### src/rtl/ecc72_pkg.sv
package ecc72_pkg;

    localparam int DATA_W = 64;
    localparam int CHK_W  = 8;
    localparam int WORD_W = DATA_W + CHK_W;
    localparam int POS_W  = $clog2(WORD_W);

    typedef logic [CHK_W-1:0]  syn_t;
    typedef logic [DATA_W-1:0] data_t;
    typedef logic [WORD_W-1:0] word_t;
    typedef logic [POS_W-1:0]  pos_t;

    // Parity-check columns for the data bits, bit 0 first; all odd weight.
    localparam syn_t DATA_COLS [DATA_W] = '{
        8'hf4, 8'hf1, 8'hec, 8'hea, 8'he9, 8'he6, 8'he5, 8'he3,
        8'hdc, 8'hda, 8'hd9, 8'hd6, 8'hd5, 8'hd3, 8'hce, 8'hcb,
        8'hb5, 8'hb0, 8'had, 8'hab, 8'ha8, 8'ha7, 8'ha4, 8'ha2,
        8'h9d, 8'h9b, 8'h98, 8'h97, 8'h94, 8'h92, 8'h8f, 8'h8a,
        8'h75, 8'h70, 8'h6d, 8'h6b, 8'h68, 8'h67, 8'h64, 8'h62,
        8'h5e, 8'h5b, 8'h58, 8'h57, 8'h54, 8'h52, 8'h4f, 8'h4a,
        8'h34, 8'h31, 8'h2c, 8'h2a, 8'h29, 8'h26, 8'h25, 8'h23,
        8'h1c, 8'h1a, 8'h19, 8'h16, 8'h15, 8'h13, 8'h0e, 8'h0b
    };

    // Column of any word position; check positions are one-hot, MSB first.
    function automatic syn_t word_col(input int idx);
        syn_t c;
        if (idx < DATA_W) c = DATA_COLS[idx];
        else              c = syn_t'(1) << (CHK_W - 1 - (idx - DATA_W));
        return c;
    endfunction

    // Row k of the parity-check matrix as a mask over the whole word.
    function automatic word_t row_mask(input int k);
        word_t m;
        syn_t  c;
        for (int i = 0; i < WORD_W; i++) begin
            c    = word_col(i);
            m[i] = c[k];
        end
        return m;
    endfunction

    // Write-path encoder: check byte placed so the full word has zero syndrome.
    function automatic syn_t encode_check(input data_t d);
        syn_t  chk;
        word_t m;
        for (int j = 0; j < CHK_W; j++) begin
            m      = row_mask(CHK_W - 1 - j);
            chk[j] = ^(d & m[DATA_W-1:0]);
        end
        return chk;
    endfunction

    typedef struct packed {
        logic  vld;
        data_t data;
        logic  corr;
        logic  unc;
        syn_t  syn;
        pos_t  pos;
    } dec_state_t;

endpackage

### src/rtl/ecc72_syndrome.sv
module ecc72_syndrome
    import ecc72_pkg::*;
(
    input  word_t word_i,
    output syn_t  syn_o
);

    for (genvar k = 0; k < CHK_W; k++) begin : g_row
        localparam word_t ROW_MASK = row_mask(k);
        assign syn_o[k] = ^(word_i & ROW_MASK);
    end

endmodule

### src/rtl/ecc72_locate.sv
module ecc72_locate
    import ecc72_pkg::*;
(
    input  syn_t  syn_i,
    output word_t flip_o,
    output pos_t  pos_o,
    output logic  corr_o,
    output logic  unc_o
);

    word_t hit;

    for (genvar i = 0; i < WORD_W; i++) begin : g_cmp
        localparam syn_t COL = word_col(i);
        assign hit[i] = (syn_i == COL);
    end

    always_comb begin
        pos_o = '0;
        for (int i = 0; i < WORD_W; i++) begin
            if (hit[i]) pos_o = pos_t'(i);
        end
    end

    assign flip_o = hit;
    assign corr_o = |hit;
    assign unc_o  = (syn_i != '0) && !(|hit);

endmodule

### src/rtl/ecc72_fix.sv
module ecc72_fix
    import ecc72_pkg::*;
(
    input  data_t data_i,
    input  data_t flip_i,
    output data_t data_o
);

    assign data_o = data_i ^ flip_i;

endmodule

### src/rtl/ecc72_decoder.sv
module ecc72_decoder
    import ecc72_pkg::*;
(
    input  logic        clk,
    input  logic        rst_n,
    input  logic        in_valid,
    input  logic [71:0] in_word,
    output logic        out_valid,
    output logic [63:0] out_data,
    output logic        out_corr,
    output logic        out_uncorr,
    output logic [7:0]  out_syndrome,
    output logic [6:0]  out_pos
);

    syn_t       syn_w;
    word_t      flip_w;
    pos_t       pos_w;
    logic       corr_w;
    logic       unc_w;
    data_t      fixed_w;
    dec_state_t state_d, state_q;

    ecc72_syndrome u_syn (
        .word_i (in_word),
        .syn_o  (syn_w)
    );

    ecc72_locate u_loc (
        .syn_i  (syn_w),
        .flip_o (flip_w),
        .pos_o  (pos_w),
        .corr_o (corr_w),
        .unc_o  (unc_w)
    );

    ecc72_fix u_fix (
        .data_i (in_word[DATA_W-1:0]),
        .flip_i (flip_w[DATA_W-1:0]),
        .data_o (fixed_w)
    );

    always_comb begin
        state_d     = state_q;
        state_d.vld = in_valid;
        if (in_valid) begin
            state_d.data = fixed_w;
            state_d.corr = corr_w;
            state_d.unc  = unc_w;
            state_d.syn  = syn_w;
            state_d.pos  = pos_w;
        end
    end

    always_ff @(posedge clk or negedge rst_n) begin
        if (!rst_n) state_q <= '0;
        else        state_q <= state_d;
    end

    assign out_valid    = state_q.vld;
    assign out_data     = state_q.data;
    assign out_corr     = state_q.corr;
    assign out_uncorr   = state_q.unc;
    assign out_syndrome = state_q.syn;
    assign out_pos      = state_q.pos;

    // Columns must be distinct: at most one position can match a syndrome.
    assert_single_match_R5: assert property (@(posedge clk) disable iff (!rst_n)
        $onehot0(flip_w));

    assert_flags_exclusive_R7: assert property (@(posedge clk) disable iff (!rst_n)
        !(out_corr && out_uncorr));

    assert_latency_R8: assert property (@(posedge clk) disable iff (!rst_n)
        in_valid |=> out_valid);

    assert_idle_hold_R8: assert property (@(posedge clk) disable iff (!rst_n)
        !in_valid |=> (!out_valid && $stable(out_data) && $stable(out_syndrome)));

    assert_clean_quiet_R4: assert property (@(posedge clk) disable iff (!rst_n)
        (out_valid && out_syndrome == '0) |-> (!out_corr && !out_uncorr && out_pos == '0));

    assert_raw_passthru_R7: assert property (@(posedge clk) disable iff (!rst_n)
        in_valid |=> (!out_uncorr || out_data == $past(in_word[DATA_W-1:0])));

    assert_one_bit_fix_R5: assert property (@(posedge clk) disable iff (!rst_n)
        in_valid |=> ((!out_corr || out_pos >= pos_t'(DATA_W))
                      || $countones(out_data ^ $past(in_word[DATA_W-1:0])) == 1));

    assert_check_fix_keeps_R6: assert property (@(posedge clk) disable iff (!rst_n)
        in_valid |=> ((!out_corr || out_pos < pos_t'(DATA_W))
                      || out_data == $past(in_word[DATA_W-1:0])));

endmodule

### config.mk
export PLATFORM = sky130hd
export DESIGN_NAME = ecc72_decoder
export DESIGN_NICKNAME = d
export VERILOG_FILES = /design/src/rtl/ecc72_pkg.sv /design/src/rtl/ecc72_syndrome.sv /design/src/rtl/ecc72_locate.sv /design/src/rtl/ecc72_fix.sv /design/src/rtl/ecc72_decoder.sv
export SDC_FILE = /design/constraint.sdc
export NUM_CORES = 1
export LEC_CHECK = 0
export CAP_MARGIN = 0
export CORE_MARGIN = 3
export CORE_UTILIZATION = 25
export CTS_CLUSTER_DIAMETER = 120
export DETAILED_ROUTE_END_ITERATION = 10
export HOLD_SLACK_MARGIN = 0.15
export PLACE_DENSITY = 0.48
export SETUP_SLACK_MARGIN = 0.02
export SYNTH_ARGS = -nofsm -noshare
export SYNTH_HDL_FRONTEND = slang
export SYNTH_HIERARCHICAL = 1
export SYNTH_SLANG_ARGS = --single-unit
### constraint.sdc
create_clock -name clk -period 0.8 [get_ports clk]
set_input_delay 0.08 -clock clk [delete_from_list [all_inputs] [get_ports clk]]
set_output_delay 0.08 -clock clk [all_outputs]
set_load 0.005 [all_outputs]
==> results of run 1 <==
## metal layers
layer	part of all wire	vias up	track usage	wire, um
li1	-	3171	-	-
met5	0	-	0	0
met3	0.046	37	0.0304	1390
met1	0.44	3311	0.280	13500
met2	0.49	168	0.346	15000
met4	0.019	0	0.0455	563
## layout by cell type (no fill, tap or decap), drive strengths merged, types with 2 or more instances in the layout
cell type / instances
a21oi: 9
a31oi: 2
a32oi: 2
buf: 433
clkbuf: 93
clkdlybuf4s15: 5
clkdlybuf4s50: 2
dfrtp: 82
dlygate4sd2: 11
inv: 6
mux2: 83
nand2: 28
nand2b: 7
nand3: 9
nand3b: 2
nand4: 4
nand4b: 3
nand4bb: 3
nor2: 67
nor2b: 8
nor3: 14
nor3b: 2
nor4: 10
o21a: 2
o21ai: 6
o22ai: 8
o32ai: 3
o41ai: 2
or2: 2
or3: 3
or4: 4
or4b: 3
or4bb: 2
xnor2: 110
xnor3: 13
xor2: 87
## cell type report
cell class / count / share of cell area
sequential: 82 / 0.145
multi-input combinational: 511 / 0.471
inverter: 3 / 0.000794
timing repair buffer: 536 / 0.332
clock buffer: 10 / 0.0168
tap: 341 / 0.0301
clock inverter: 6 / 0.00503
## flip-flops by register name, summed over array words and instances (netlist names)
name          cells
out_syndrome      8
out_uncorr        1
out_corr          1
out_valid         1
out_data         64
out_pos           7
## critical path, cell delays in order
cell and delay (ns):
buf_6 0.10, buf_6 0.12, xor2_4 0.19, xnor2_2 0.23
xnor3_2 0.32, xnor3_1 0.25, xnor2_2 0.18, buf_4 0.16
buf_12 0.13, buf_4 0.17, nand3b_1 0.23, or4b_1 0.52
o31ai_2 0.09, a211oi_2 0.07, nand4b_1 0.16, nor2_1 0.08
mux2_4 0.25
## per-stage QoR
stage          hold WS, ns  std cells
5_1_grt              0.148       1489
6_report             0.124       1489
4_1_cts              0.121       1448
2_1_floorplan       -0.216        631
3_3_place_gp       -0.0421       1371
3_5_place_dp       -0.0437       1371
## how the worst max path moves through the flow
stage / start / to / slack, ns / cells past startpoint
finish: in_word[46] / out_uncorr / -2.30 / 17
global route: in_word[3] / out_pos[1] / -2.38 / 16
CTS: in_word[19] / out_corr / -2.23 / 17
detailed placement: in_word[30] / out_pos[1] / -3.31 / 14
global placement: in_word[30] / out_pos[1] / -3.29 / 14
floorplan: in_word[13] / out_pos[0] / -2.26 / 13
## timing repair
item / CTS / global route
gates cloned: 4 / 0
pin swaps: 133 / 64
endpoints found under the hold margin: 82 / 6
gates resized for setup: 666 / 262
endpoints found under the setup margin: 163 / 163
setup buffers: 71 / 63
==> reports/qor.yml, run 1 <==
status: "complete, but fails checks"
violations: "setup timing"
antenna_found_initial: 0
critical_path.max_fanout: 7
drtIter0Drc: 332
synth_area_per_cell_um2: 10.9
floorplan.initialDensity: 0.256
drt_pass1_iterations: 4
globalplace.congestion: 0.894
nets: 1218
worstMarginPinSlew_ns: 0.543
min_period_ns: 3.10
reg2reg_from: "out_data[10]"
crit_arrival_ns: 3.34
fill_cells: 2359
fin_util: 0.525
htree_levels: 3
start_kind: "primary input"
grt_max_degree: 27
r2r_cells: 3
die_y_um: 172
cts_tree: "done"
endpoint_kind: "register"
vias_per_cell: 4.49
setup_violations: 163
slew_headroom: 0.637
drive_gt1_frac: 0.757
synthToLayoutAreaGrowth_pct: 105
multi_input_area_um2: 6680
coreArea_um2: 27000
vias: 6687
crit_required_ns: 1.04
critPathKind: "in2reg"
regArea_um2: 2050
placed_area_um2: 11200
cts_buffer_depth: 2
grt_pass1_wl_mm: 45.1
yosysWarnings: 6
clkTransAtPathRegs_ns: 0.08
drc: 0
skew_ns: 0
ant_nets: 0
min_path_type: "in2async"
layout_setup_ws_ns: -2.30
synthCells: 631
syn_nets: 706
holdBufCountCts: 1
rows: 60
clock_latency_ns: 0.35
dieArea_um2: 29700
post-dp-hpwl_mm: 22.2
cap_violations: 0
rsz0062_at_grt: "true"
io_pins: 157
n_antenna_cell: 0
r2r_end: "out_data[10]"
root_buffer: "clkbuf_16"
wl_mm: 30.4
grt.total_usage: 0.205
fin_area_um2: 14200
grt_remaining_overflow: 0
setup_tns_ns: -159.65
max_freq_ghz: 0.322
final_hold_viol_count: 0
finalCritPeriodShare: 3.88
wl_per_cell_um: 20.4
numCtsBuffers: 9
die_x_um: 172
grt_pass1_vias: 7179
finalMaxSlewViolations: 0
reg2reg_setup_slack_ns: -0.24
syn-cell-area_um2: 6910
clock_sinks: 82
portBuffers: 156
post-place-ws_ns: -3.31
Power of run 1 is left out: the tool's default activity adds up to more than one toggle a clock period on the data nets, which glitch-free logic cannot reach.
==> run 2, diff against run 1 <==
- CORE_UTILIZATION: 25 -> 52
- PLACE_DENSITY: 0.48 -> 0.84
==> reports/qor.yml, run 2 <==
syn-cell-area_um2: 6910
clock_sinks: 82
globalplace.congestion: 1.09
root_buffer: "clkbuf_16"
numCtsBuffers: 9
post-dp-hpwl_mm: 20.8
lastStage: "clock tree synthesis (4_1_cts)"
die_y_um: 121
portBuffers: 156
io_pins: 157
cts_resized: 947
cts_buffer_depth: 2
dp_cells: 1178
syn_nets: 706
synthCells: 631
holdBufCountCts: 3
tool.error: "[ERROR DPL-0038] Utilization greater than 100%, impossible to legalize"
synth_area_per_cell_um2: 10.9
htree_levels: 3
floorplan.initialDensity: 0.539
post-cts-setup-buffers: 119
status: "stopped before the end"
yosysWarnings: 6
die_x_um: 121
rows: 41
==> run 2: metrics by stage <==
stage / instance area, um^2 / util / setup slack, ns
2_1_floorplan: 7280 / - / -2.26
3_5_place_dp: 10700 / 0.831 / -3.27
3_3_place_gp: 10700 / 0.831 / -3.02
==> run 3, diff against run 2 <==
- CORE_UTILIZATION: 52 -> 40
- CTS_CLUSTER_DIAMETER: 120 -> not set
- HOLD_SLACK_MARGIN: 0.15 -> not set
- PLACE_DENSITY: 0.84 -> not set
- PLACE_DENSITY_LB_ADDON: not set -> 0.15
- SETUP_SLACK_MARGIN: 0.02 -> not set
==> reports/qor.yml, run 3 (synthesized netlist as in run 1, its figures left out) <==
crit_arrival_ns: 3.57
hold_slack_ns: 0.100
finalCritPeriodShare: 4.17
rows: 47
dieArea_um2: 18900
crit_required_ns: 1.03
antenna_found_initial: 0
endpoint_kind: "register"
root_buffer: "clkbuf_16"
violations: "setup timing"
max_freq_ghz: 0.300
grt.total_usage: 0.338
vias_per_cell: 5.57
vias: 7716
critPathKind: "in2reg"
final_hold_viol_count: 0
portBuffers: 156
start_kind: "primary input"
grt_pass1_wl_mm: 47.2
clock_latency_ns: 0.35
floorplan.initialDensity: 0.412
die_y_um: 137
n_antenna_cell: 0
drtIter0Drc: 606
io_pins: 157
cts_tree: "done"
clock_sinks: 82
drt_pass1_iterations: 5
cap_violations: 0
critical_path.max_fanout: 6
finalMaxSlewViolations: 0
regArea_um2: 2050
clkTransAtPathRegs_ns: 0.07
coreArea_um2: 16800
wl_mm: 37.3
setup_violations: 163
setup_tns_ns: -176.95
slew_headroom: 0.613
drc: 0
numCtsBuffers: 9
largest_reg_flops: 64
post-dp-hpwl_mm: 21.0
synthToLayoutAreaGrowth_pct: 106
globalplace.congestion: 0.931
rsz0062_at_grt: "true"
post-place-ws_ns: -3.31
status: "complete, but fails checks"
grt_max_degree: 41
worstMarginPinSlew_ns: 0.581
layout_setup_ws_ns: -2.53
min_period_ns: 3.33
final_common_cell: "buf_4"
die_x_um: 137
min_path_type: "in2async"
ant_nets: 0
final_cell_mix: "268 x buf_4, 99 x buf_6, 82 x dfrtp_1"
multi_input_area_um2: 6820
cts_buffer_depth: 2
htree_levels: 3
reg2reg_setup_slack_ns: -0.26
grt_remaining_overflow: 0
nets: 1236
skew_ns: 0
grt_pass1_vias: 7899
drive_gt1_frac: 0.774
fill_cells: 759
wl_per_cell_um: 26.9
## run 3: timing repair
action                                  4_1_cts  5_1_grt
cloned                                        1        0
resized for setup                           639      307
endpoints found under the setup margin      163      163
hold buffers                                  1        0
setup buffers                                96       74
endpoints found under the hold margin        82        0
pin swaps                                   156      101
## run 3: routing by layer
metal	vias to the layer above	track usage	wire length [um]
met5	-	0	0
met1	3839	0.400	13800
met2	476	0.566	18000
met4	0	0.187	2840
met3	199	0.0771	2600
li1	3202	-	-
## run 3: worst paths after layout
check	startpoint	end	depth (start not counted)
worst min register to register	out_data[36]	out_data[36]	1
worst max-delay path	in_word[20]	out_pos[1]	18
min in group clk	in_valid	out_valid	2
max in group asynchronous	rst_n	out_data[47]	3
worst max register to register	out_data[57]	out_data[57]	3
worst min-delay path	rst_n	out_data[50]	2
## run 3: final cells by class
type | instances | share of cell area
clock buffer | 10 | 0.0168
clock inverter | 6 | 0.00502
inverter | 3 | 0.000792
multi-input combinational | 511 | 0.479
sequential | 82 | 0.144
tap | 220 | 0.0194
timing repair buffer | 554 | 0.334
## run 3: through the flow
stage	cell area [um^2]	cells	utilization
2_1_floorplan	7280	631	-
3_3_place_gp	10800	1228	0.643
3_5_place_dp	10800	1228	0.643
4_1_cts	13400	1326	0.802
5_1_grt	14200	1386	0.848
6_report	14200	1386	0.848
## run 3: worst max-delay path, cell delays in order
cell	delay, ns
clkdlybuf4s15_1	0.23
xnor2_1	0.16
buf_4	0.15
xnor2_2	0.14
xnor2_1	0.25
buf_4	0.17
xnor3_2	0.36
xnor2_2	0.17
buf_12	0.15
buf_8	0.13
buf_6	0.11
nor2b_4	0.14
nand2_4	0.08
nor2_4	0.04
or4_4	0.55
a31oi_4	0.18
nand4_1	0.17
mux2_4	0.30
Power of run 3 is left out for the same reason.
